**src/rtl/agu_pkg.sv**
```systemverilog
package agu_pkg;
  typedef enum logic [1:0] {
    MODE_LIN  = 2'b00,
    MODE_CIRC = 2'b01,
    MODE_REV  = 2'b10,
    MODE_HOLD = 2'b11
  } agu_mode_e;
endpackage

```
**src/rtl/agu_ptr_file.sv**
```systemverilog
module agu_ptr_file #(
  parameter int NUM = 8,
  parameter int AW  = 32,
  localparam int SW = $clog2(NUM)
) (
  input  logic          clk,
  input  logic          rst,
  input  logic          we,
  input  logic [SW-1:0] wsel,
  input  logic [AW-1:0] wdata,
  input  logic [SW-1:0] rsel,
  output logic [AW-1:0] rdata
);
  logic [AW-1:0] regs [NUM];

  for (genvar g = 0; g < NUM; g++) begin : g_reg
    always_ff @(posedge clk) begin
      if (rst)
        regs[g] <= '0;
      else if (we && wsel == SW'(g))
        regs[g] <= wdata;
    end
  end

  assign rdata = regs[rsel];
endmodule

```
**src/rtl/agu_circ.sv**
```systemverilog
module agu_circ #(
  parameter int AW = 32
) (
  input  logic [AW-1:0] ptr,
  input  logic [AW-1:0] step,
  input  logic [AW-1:0] base,
  input  logic [AW-1:0] len,
  output logic [AW-1:0] nxt
);
  logic [AW-1:0] sum;
  logic [AW-1:0] lim;
  logic          neg;

  always_comb begin
    sum = ptr + step;
    lim = base + len;
    neg = step[AW-1];
    if (!neg && sum >= lim)
      nxt = sum - len;
    else if (neg && sum < base)
      nxt = sum + len;
    else
      nxt = sum;
  end
endmodule

```
**src/rtl/agu_revcarry.sv**
```systemverilog
module agu_revcarry #(
  parameter int AW   = 32,
  localparam int LW = $clog2(AW) + 1
) (
  input  logic [AW-1:0] ptr,
  input  logic [LW-1:0] lg,
  output logic [AW-1:0] nxt
);
  logic [AW-1:0] inc, ptr_r, inc_r, sum_r;

  always_comb begin
    inc = '0;
    if (lg != '0 && int'(lg) <= AW)
      inc[int'(lg) - 1] = 1'b1;
  end

  for (genvar i = 0; i < AW; i++) begin : g_swap
    assign ptr_r[i] = ptr[AW-1-i];
    assign inc_r[i] = inc[AW-1-i];
    assign nxt[i]   = sum_r[AW-1-i];
  end

  assign sum_r = ptr_r + inc_r;
endmodule

```
**src/rtl/dsp_addr_gen.sv**
```systemverilog
module dsp_addr_gen #(
  parameter int NUM_PTR = 8,
  parameter int AW      = 32,
  localparam int SW = $clog2(NUM_PTR),
  localparam int LW = $clog2(AW) + 1
) (
  input  logic          clk,
  input  logic          rst,
  input  logic          upd_valid,
  input  logic [SW-1:0] upd_sel,
  input  logic [1:0]    upd_mode,
  input  logic [AW-1:0] upd_step,
  input  logic [AW-1:0] buf_base,
  input  logic [AW-1:0] buf_len,
  input  logic [LW-1:0] fft_lg,
  input  logic          ld_valid,
  input  logic [SW-1:0] ld_sel,
  input  logic [AW-1:0] ld_value,
  output logic          out_valid,
  output logic [AW-1:0] eff_addr,
  output logic [AW-1:0] new_ptr
);
  import agu_pkg::*;

  agu_mode_e     mode;
  logic [AW-1:0] cur, nxt, nxt_circ, nxt_rev;
  logic          accept, wr_en;
  logic [SW-1:0] wr_sel;
  logic [AW-1:0] wr_data;

  assign mode   = agu_mode_e'(upd_mode);
  assign accept = upd_valid && !ld_valid;

  agu_ptr_file #(.NUM(NUM_PTR), .AW(AW)) u_file (
    .clk(clk), .rst(rst), .we(wr_en), .wsel(wr_sel), .wdata(wr_data),
    .rsel(upd_sel), .rdata(cur)
  );

  agu_circ #(.AW(AW)) u_circ (
    .ptr(cur), .step(upd_step), .base(buf_base), .len(buf_len), .nxt(nxt_circ)
  );

  agu_revcarry #(.AW(AW)) u_rev (
    .ptr(cur), .lg(fft_lg), .nxt(nxt_rev)
  );

  always_comb begin
    unique case (mode)
      MODE_LIN:  nxt = cur + upd_step;
      MODE_CIRC: nxt = nxt_circ;
      MODE_REV:  nxt = nxt_rev;
      default:   nxt = cur;
    endcase
  end

  always_comb begin
    wr_en   = ld_valid || (accept && mode != MODE_HOLD);
    wr_sel  = ld_valid ? ld_sel : upd_sel;
    wr_data = ld_valid ? ld_value : nxt;
  end

  always_ff @(posedge clk) begin
    if (rst) begin
      out_valid <= 1'b0;
      eff_addr  <= '0;
      new_ptr   <= '0;
    end else begin
      out_valid <= accept;
      if (accept) begin
        eff_addr <= cur;
        new_ptr  <= nxt;
      end
    end
  end

  logic          circ_pre, step_neg;
  logic [AW-1:0] step_mag;
  assign step_neg = upd_step[AW-1];
  assign step_mag = step_neg ? (~upd_step + 1'b1) : upd_step;
  assign circ_pre = accept && mode == MODE_CIRC && cur >= buf_base &&
                    (cur - buf_base) < buf_len && step_mag <= buf_len;


  valid_follow_chk: assert property (@(posedge clk) disable iff (rst)
    (upd_valid && !ld_valid) |=> out_valid);


  load_wins_chk: assert property (@(posedge clk) disable iff (rst)
    ld_valid |=> !out_valid);


  lin_add_chk: assert property (@(posedge clk) disable iff (rst)
    (accept && mode == MODE_LIN) |=> new_ptr == eff_addr + $past(upd_step));


  hold_same_chk: assert property (@(posedge clk) disable iff (rst)
    (accept && mode == MODE_HOLD) |=> new_ptr == eff_addr);


  circ_range_chk: assert property (@(posedge clk) disable iff (rst)
    circ_pre |=> (new_ptr >= $past(buf_base)) &&
                 ((new_ptr - $past(buf_base)) < $past(buf_len)));


  rev_moves_chk: assert property (@(posedge clk) disable iff (rst)
    (accept && mode == MODE_REV && fft_lg != '0 && int'(fft_lg) <= AW)
      |=> new_ptr != eff_addr);
endmodule

```
**config.mk**
```make
export PLATFORM = sky130hd
export DESIGN_NAME = dsp_addr_gen
export DESIGN_NICKNAME = d
export VERILOG_FILES = /design/src/rtl/agu_pkg.sv /design/src/rtl/agu_ptr_file.sv /design/src/rtl/agu_circ.sv /design/src/rtl/agu_revcarry.sv /design/src/rtl/dsp_addr_gen.sv
export SDC_FILE = /design/constraint.sdc
export NUM_CORES = 1
export LEC_CHECK = 0
export ABC_CLOCK_PERIOD_IN_PS = 8800
export CELL_PAD_IN_SITES_DETAIL_PLACEMENT = 1
export CELL_PAD_IN_SITES_GLOBAL_PLACEMENT = 1
export CORE_AREA = 8 8 244 246
export CTS_CLUSTER_SIZE = 20
export DETAILED_ROUTE_END_ITERATION = 6
export DIE_AREA = 0 0 252 254
export DONT_BUFFER_PORTS = 1
export GPL_ROUTABILITY_DRIVEN = 0
export PLACE_DENSITY = 0.84
export SLEW_MARGIN = 20
export SYNTH_ARGS = -nofsm -noshare
export SYNTH_HDL_FRONTEND = slang
export SYNTH_SLANG_ARGS = --single-unit
```
**constraint.sdc**
```tcl
create_clock -name clk -period 8.8 [get_ports clk]
set_clock_uncertainty 0.1 [all_clocks]
set_input_delay 1.76 -clock clk [delete_from_list [all_inputs] [get_ports clk]]
set_output_delay 1.76 -clock clk [all_outputs]
set_load 0.01 [all_outputs]
```
==> impl_summary.txt <==
----------------------------------------------------
[Run status]
  Result of the run ... finished, final reports clean

[Synthesis]
  Cell area after synthesis ... 25400 um^2
  Sequential area share after synthesis ... 35.4%
  Synthesized flop and latch total ... 321
  Most instantiated cells after synthesis ... sky130_fd_sc_hd__nor2_1, sky130_fd_sc_hd__edfxtp_1, sky130_fd_sc_hd__ha_1
  Most frequently used cell type in the post-synthesis netlist ... sky130_fd_sc_hd__nor2_1
  Count of flip-flops with a built-in enable after synthesis ... 256
  Share of the synthesized area in the top cell type ... 30.3%
  Top cell type by total area after synthesis ... sky130_fd_sc_hd__edfxtp_1
  Share of synthesized flip-flops with an asynchronous set or reset ... 0%
  Synthesized instance count ... 2740
  Post-synth net total ... 3109
  Syn Area/Cell ... 9.27 um^2
  Post-synth top flop ... sky130_fd_sc_hd__edfxtp_1
  Most area-consuming cells after synthesis ... sky130_fd_sc_hd__edfxtp_1, sky130_fd_sc_hd__ha_1, sky130_fd_sc_hd__mux4_2
  Number of synthesis warnings ... 0
  Distinct cell type count of the synthesized netlist ... 108

[Setup path]
  Category of the worst setup path capture point ... flip-flop
  Crit path DAT ... 8730 ps
  Crit path launch type ... input port
  Crit. Startpoint ... upd_sel[0]
  Cell depth of the worst flop-to-flop path ... 24
  Path type of the worst setup path ... in -> reg
  Required time of the critical path ... 9000 ps
  Largest fanout on the critical path ... 66
  Worst reg2reg startpoint ... u_file.regs[6][3]$_SDFFCE_PN0P_

[Floorplanning]
  Die height ... 254 um
  Die Footprint ... 64000 um^2
  Row cnt ... 87
  Die width ... 252 um
  Floorplan core area ... 55700 um^2
  Total I/O pin count ... 211
  Initial core utilization ... 45.6%

[Worst hold path]
  HP Start ... new_ptr[30]$_SDFFE_PP0P_
  Type of the tightest min-delay check ... reg -> reg
  Hold Path Depth ... 2

[Routing]
  Average wire per standard cell ... 28.9 um
  Total iterations of the first detailed-routing run ... 6
  Total length of routed wires ... 101000 um
  DR iter-0 viols ... 2513
  Count of antenna-violating nets left after detailed routing ... 0
  Via/cell ratio ... 6.66
  Total vias in the final route ... 23400
  Drc violations ... 0

[Power and ir drop]
  Worst vdd ir ... 0.163 mV
  Leakage ... 0.0111 uW
  Final Power ... 5950 uW
  Cell area power density ... 217 nW/um^2

[Timing]
  Final Hold Violating Endpoints ... 0
  Final worst-path setup slack ... 263 ps
  Unrepaired setup endpoints after global routing ... no
  Worst hold-check slack ... 420 ps
  Max transition margin ... 16.2%
  Number of max-slew violations in the final report ... 0
  Achievable frequency ... 117 MHz
  Setup TNS after final layout ... 0 ps
  Minimum clock period after layout ... 8540 ps
  Crit share post-route ... 97.0%
  Final setup viols ... 0
  Slew @ Worst Pin ... 1250 ps

[Global route]
  Global-route wire length before repair ... 149000 um
  Overflow after GRT ... 0
  Largest net degree at the start of global routing ... 68
  Via count of the first global-routing pass ... 24000
  Global-route total usage across every layer ... 30.4%
  Number of antenna violations at the first check in global routing ... 9

[CTS]
  Count of H-tree levels built during CTS ... 1
  Clock buffer count from CTS ... 29
  Clock tree from TritonCTS ... built
  Clock latency of the later-clocked register in the worst-skew pair ... 580 ps
  Number of hold buffers added after CTS ... 0
  TritonCTS sink count ... 321
  Clock slew at the register clock pins of the worst setup and hold paths ... 70 ps
  Clock Tree Buf Depth ... 3
  Post-CTS Setup Bufs ... 0
  Clock root cell ... sky130_fd_sc_hd__clkbuf_16

[Cells and area]
  Fraction of layout cells with a size suffix above 1 ... 10.5%
  Area delta synth->final ... 8.18%
  Total Nets Final ... 3087
  Share of the core filled with cells in the final layout ... 49.3%

[Placement]
  Sum of net half-perimeters after detailed placement ... 76200 um
  Port Buf Inserts ... 0
  Worst setup slack after placement ... -308 ps

[Flow run]
  Number of maximum-capacitance violations ... 0

----------------------------------------------------
==> sequential cells by signal, summed over array words and instances (netlist names) <==
signal,count
u_file.regs,256
new_ptr,32
eff_addr,32
out_valid,1
==> where the power goes <==
| group | switching [uW] | internal [uW] |
|---|---|---|
| clock | 597 | 703 |
| combinational | 1840 | 1010 |
| sequential | 61.9 | 1740 |
==> stage by stage <==
| stage | instances | instance area [um^2] |
|---|---|---|
| after global routing | 3504 | 27500 |
| after CTS | 3497 | 27400 |
| final | 3507 | 27500 |
| after global placement | 3443 | 26500 |
| after detailed placement | 3443 | 26500 |
| after floorplan | 2740 | 25400 |
==> what timing repair did <==
item / 4_1_cts / 5_1_grt
gates resized for setup: 0 / 1
setup endpoints to repair: 0 / 8
endpoints found under the hold margin: 0 / 0
==> layout make-up <==
class                      instances  area [um^2]
inverter                         154          578
fill                            6463        28300
sequential                       321         8990
clock inverter                    16          144
clock buffer                      38          801
timing repair buffer              76          596
tap                              756          946
antenna                           10         25.0
multi-input combinational       2136        15400
==> worst max-delay path, cell delays in order <==
cell and delay (ps):
sky130_fd_sc_hd__mux4_2 510, sky130_fd_sc_hd__mux2i_1 430, sky130_fd_sc_hd__inv_1 200, sky130_fd_sc_hd__ha_1 370, sky130_fd_sc_hd__a211oi_2 100, sky130_fd_sc_hd__o211ai_2 250
sky130_fd_sc_hd__nand2_1 150, sky130_fd_sc_hd__o21bai_1 360, sky130_fd_sc_hd__a221oi_1 200, sky130_fd_sc_hd__o41ai_1 350, sky130_fd_sc_hd__xor2_1 680, sky130_fd_sc_hd__ha_1 520
sky130_fd_sc_hd__nor2_1 250, sky130_fd_sc_hd__nand3_1 150, sky130_fd_sc_hd__or3_1 330, sky130_fd_sc_hd__a31oi_1 160, sky130_fd_sc_hd__or3_1 350, sky130_fd_sc_hd__a211oi_2 150
sky130_fd_sc_hd__o31a_1 280, sky130_fd_sc_hd__nor2b_1 140, sky130_fd_sc_hd__o32a_1 370, sky130_fd_sc_hd__a211oi_4 470, sky130_fd_sc_hd__nor2_1 130
==> path summary, 6_finish.rpt <==
path                                                    endpoint  slack (ps)
worst max-delay path            u_file.regs[7][29]$_SDFFCE_PN0P_         260
worst min-delay path                    new_ptr[30]$_SDFFE_PP0P_         420
worst max register to register  u_file.regs[3][24]$_SDFFCE_PN0P_        1150
worst min register to register          new_ptr[30]$_SDFFE_PP0P_         420
==> routing by layer <==
metal / vias to the layer above / global-route usage, % / routed length (um)
li1: 10200 / - / -
met1: 11700 / 36.6 / 37600
met2: 1241 / 51.6 / 48300
met3: 285 / 6.42 / 10400
met4: 2 / 14.9 / 5060
met5: - / 0 / 13
==> layout by cell type (no fill, tap or decap), types with 14 or more instances in the layout <==
master and instances:
sky130_fd_sc_hd__o21bai_1 31, sky130_fd_sc_hd__dfxtp_1 65, sky130_fd_sc_hd__nand2b_1 30, sky130_fd_sc_hd__a211oi_1 55
sky130_fd_sc_hd__xnor2_1 76, sky130_fd_sc_hd__a31oi_1 21, sky130_fd_sc_hd__or3_1 14, sky130_fd_sc_hd__o211ai_1 33
sky130_fd_sc_hd__inv_1 149, sky130_fd_sc_hd__nand2_1 173, sky130_fd_sc_hd__o21ai_1 23, sky130_fd_sc_hd__nor2_1 390
sky130_fd_sc_hd__xor2_1 33, sky130_fd_sc_hd__nand4_1 23, sky130_fd_sc_hd__o21a_1 18, sky130_fd_sc_hd__edfxtp_1 256
sky130_fd_sc_hd__clkbuf_16 30, sky130_fd_sc_hd__o31ai_1 20, sky130_fd_sc_hd__nand3_1 39, sky130_fd_sc_hd__o22ai_1 17
sky130_fd_sc_hd__a21o_1 69, sky130_fd_sc_hd__nor3_1 158, sky130_fd_sc_hd__mux4_2 65, sky130_fd_sc_hd__buf_4 74
sky130_fd_sc_hd__and3_1 15, sky130_fd_sc_hd__mux2i_1 35, sky130_fd_sc_hd__ha_1 218, sky130_fd_sc_hd__nor2b_1 29
sky130_fd_sc_hd__mux2_2 15, sky130_fd_sc_hd__o21ai_0 112, sky130_fd_sc_hd__a21oi_1 179
==> logic make-up after synthesis <==
kind of cell	after synthesis	synth area share (%)
and+or+nand+nor	938	16.8
DFF	321	35.4
AOI/OAI and AO/OA	748	20.4
muxes	116	7.90
buffers and inverters	283	4.37
adders and majority gates	223	11.1
xor gates and xnor gates	111	3.96
Power figures use the tool's default switching activity.
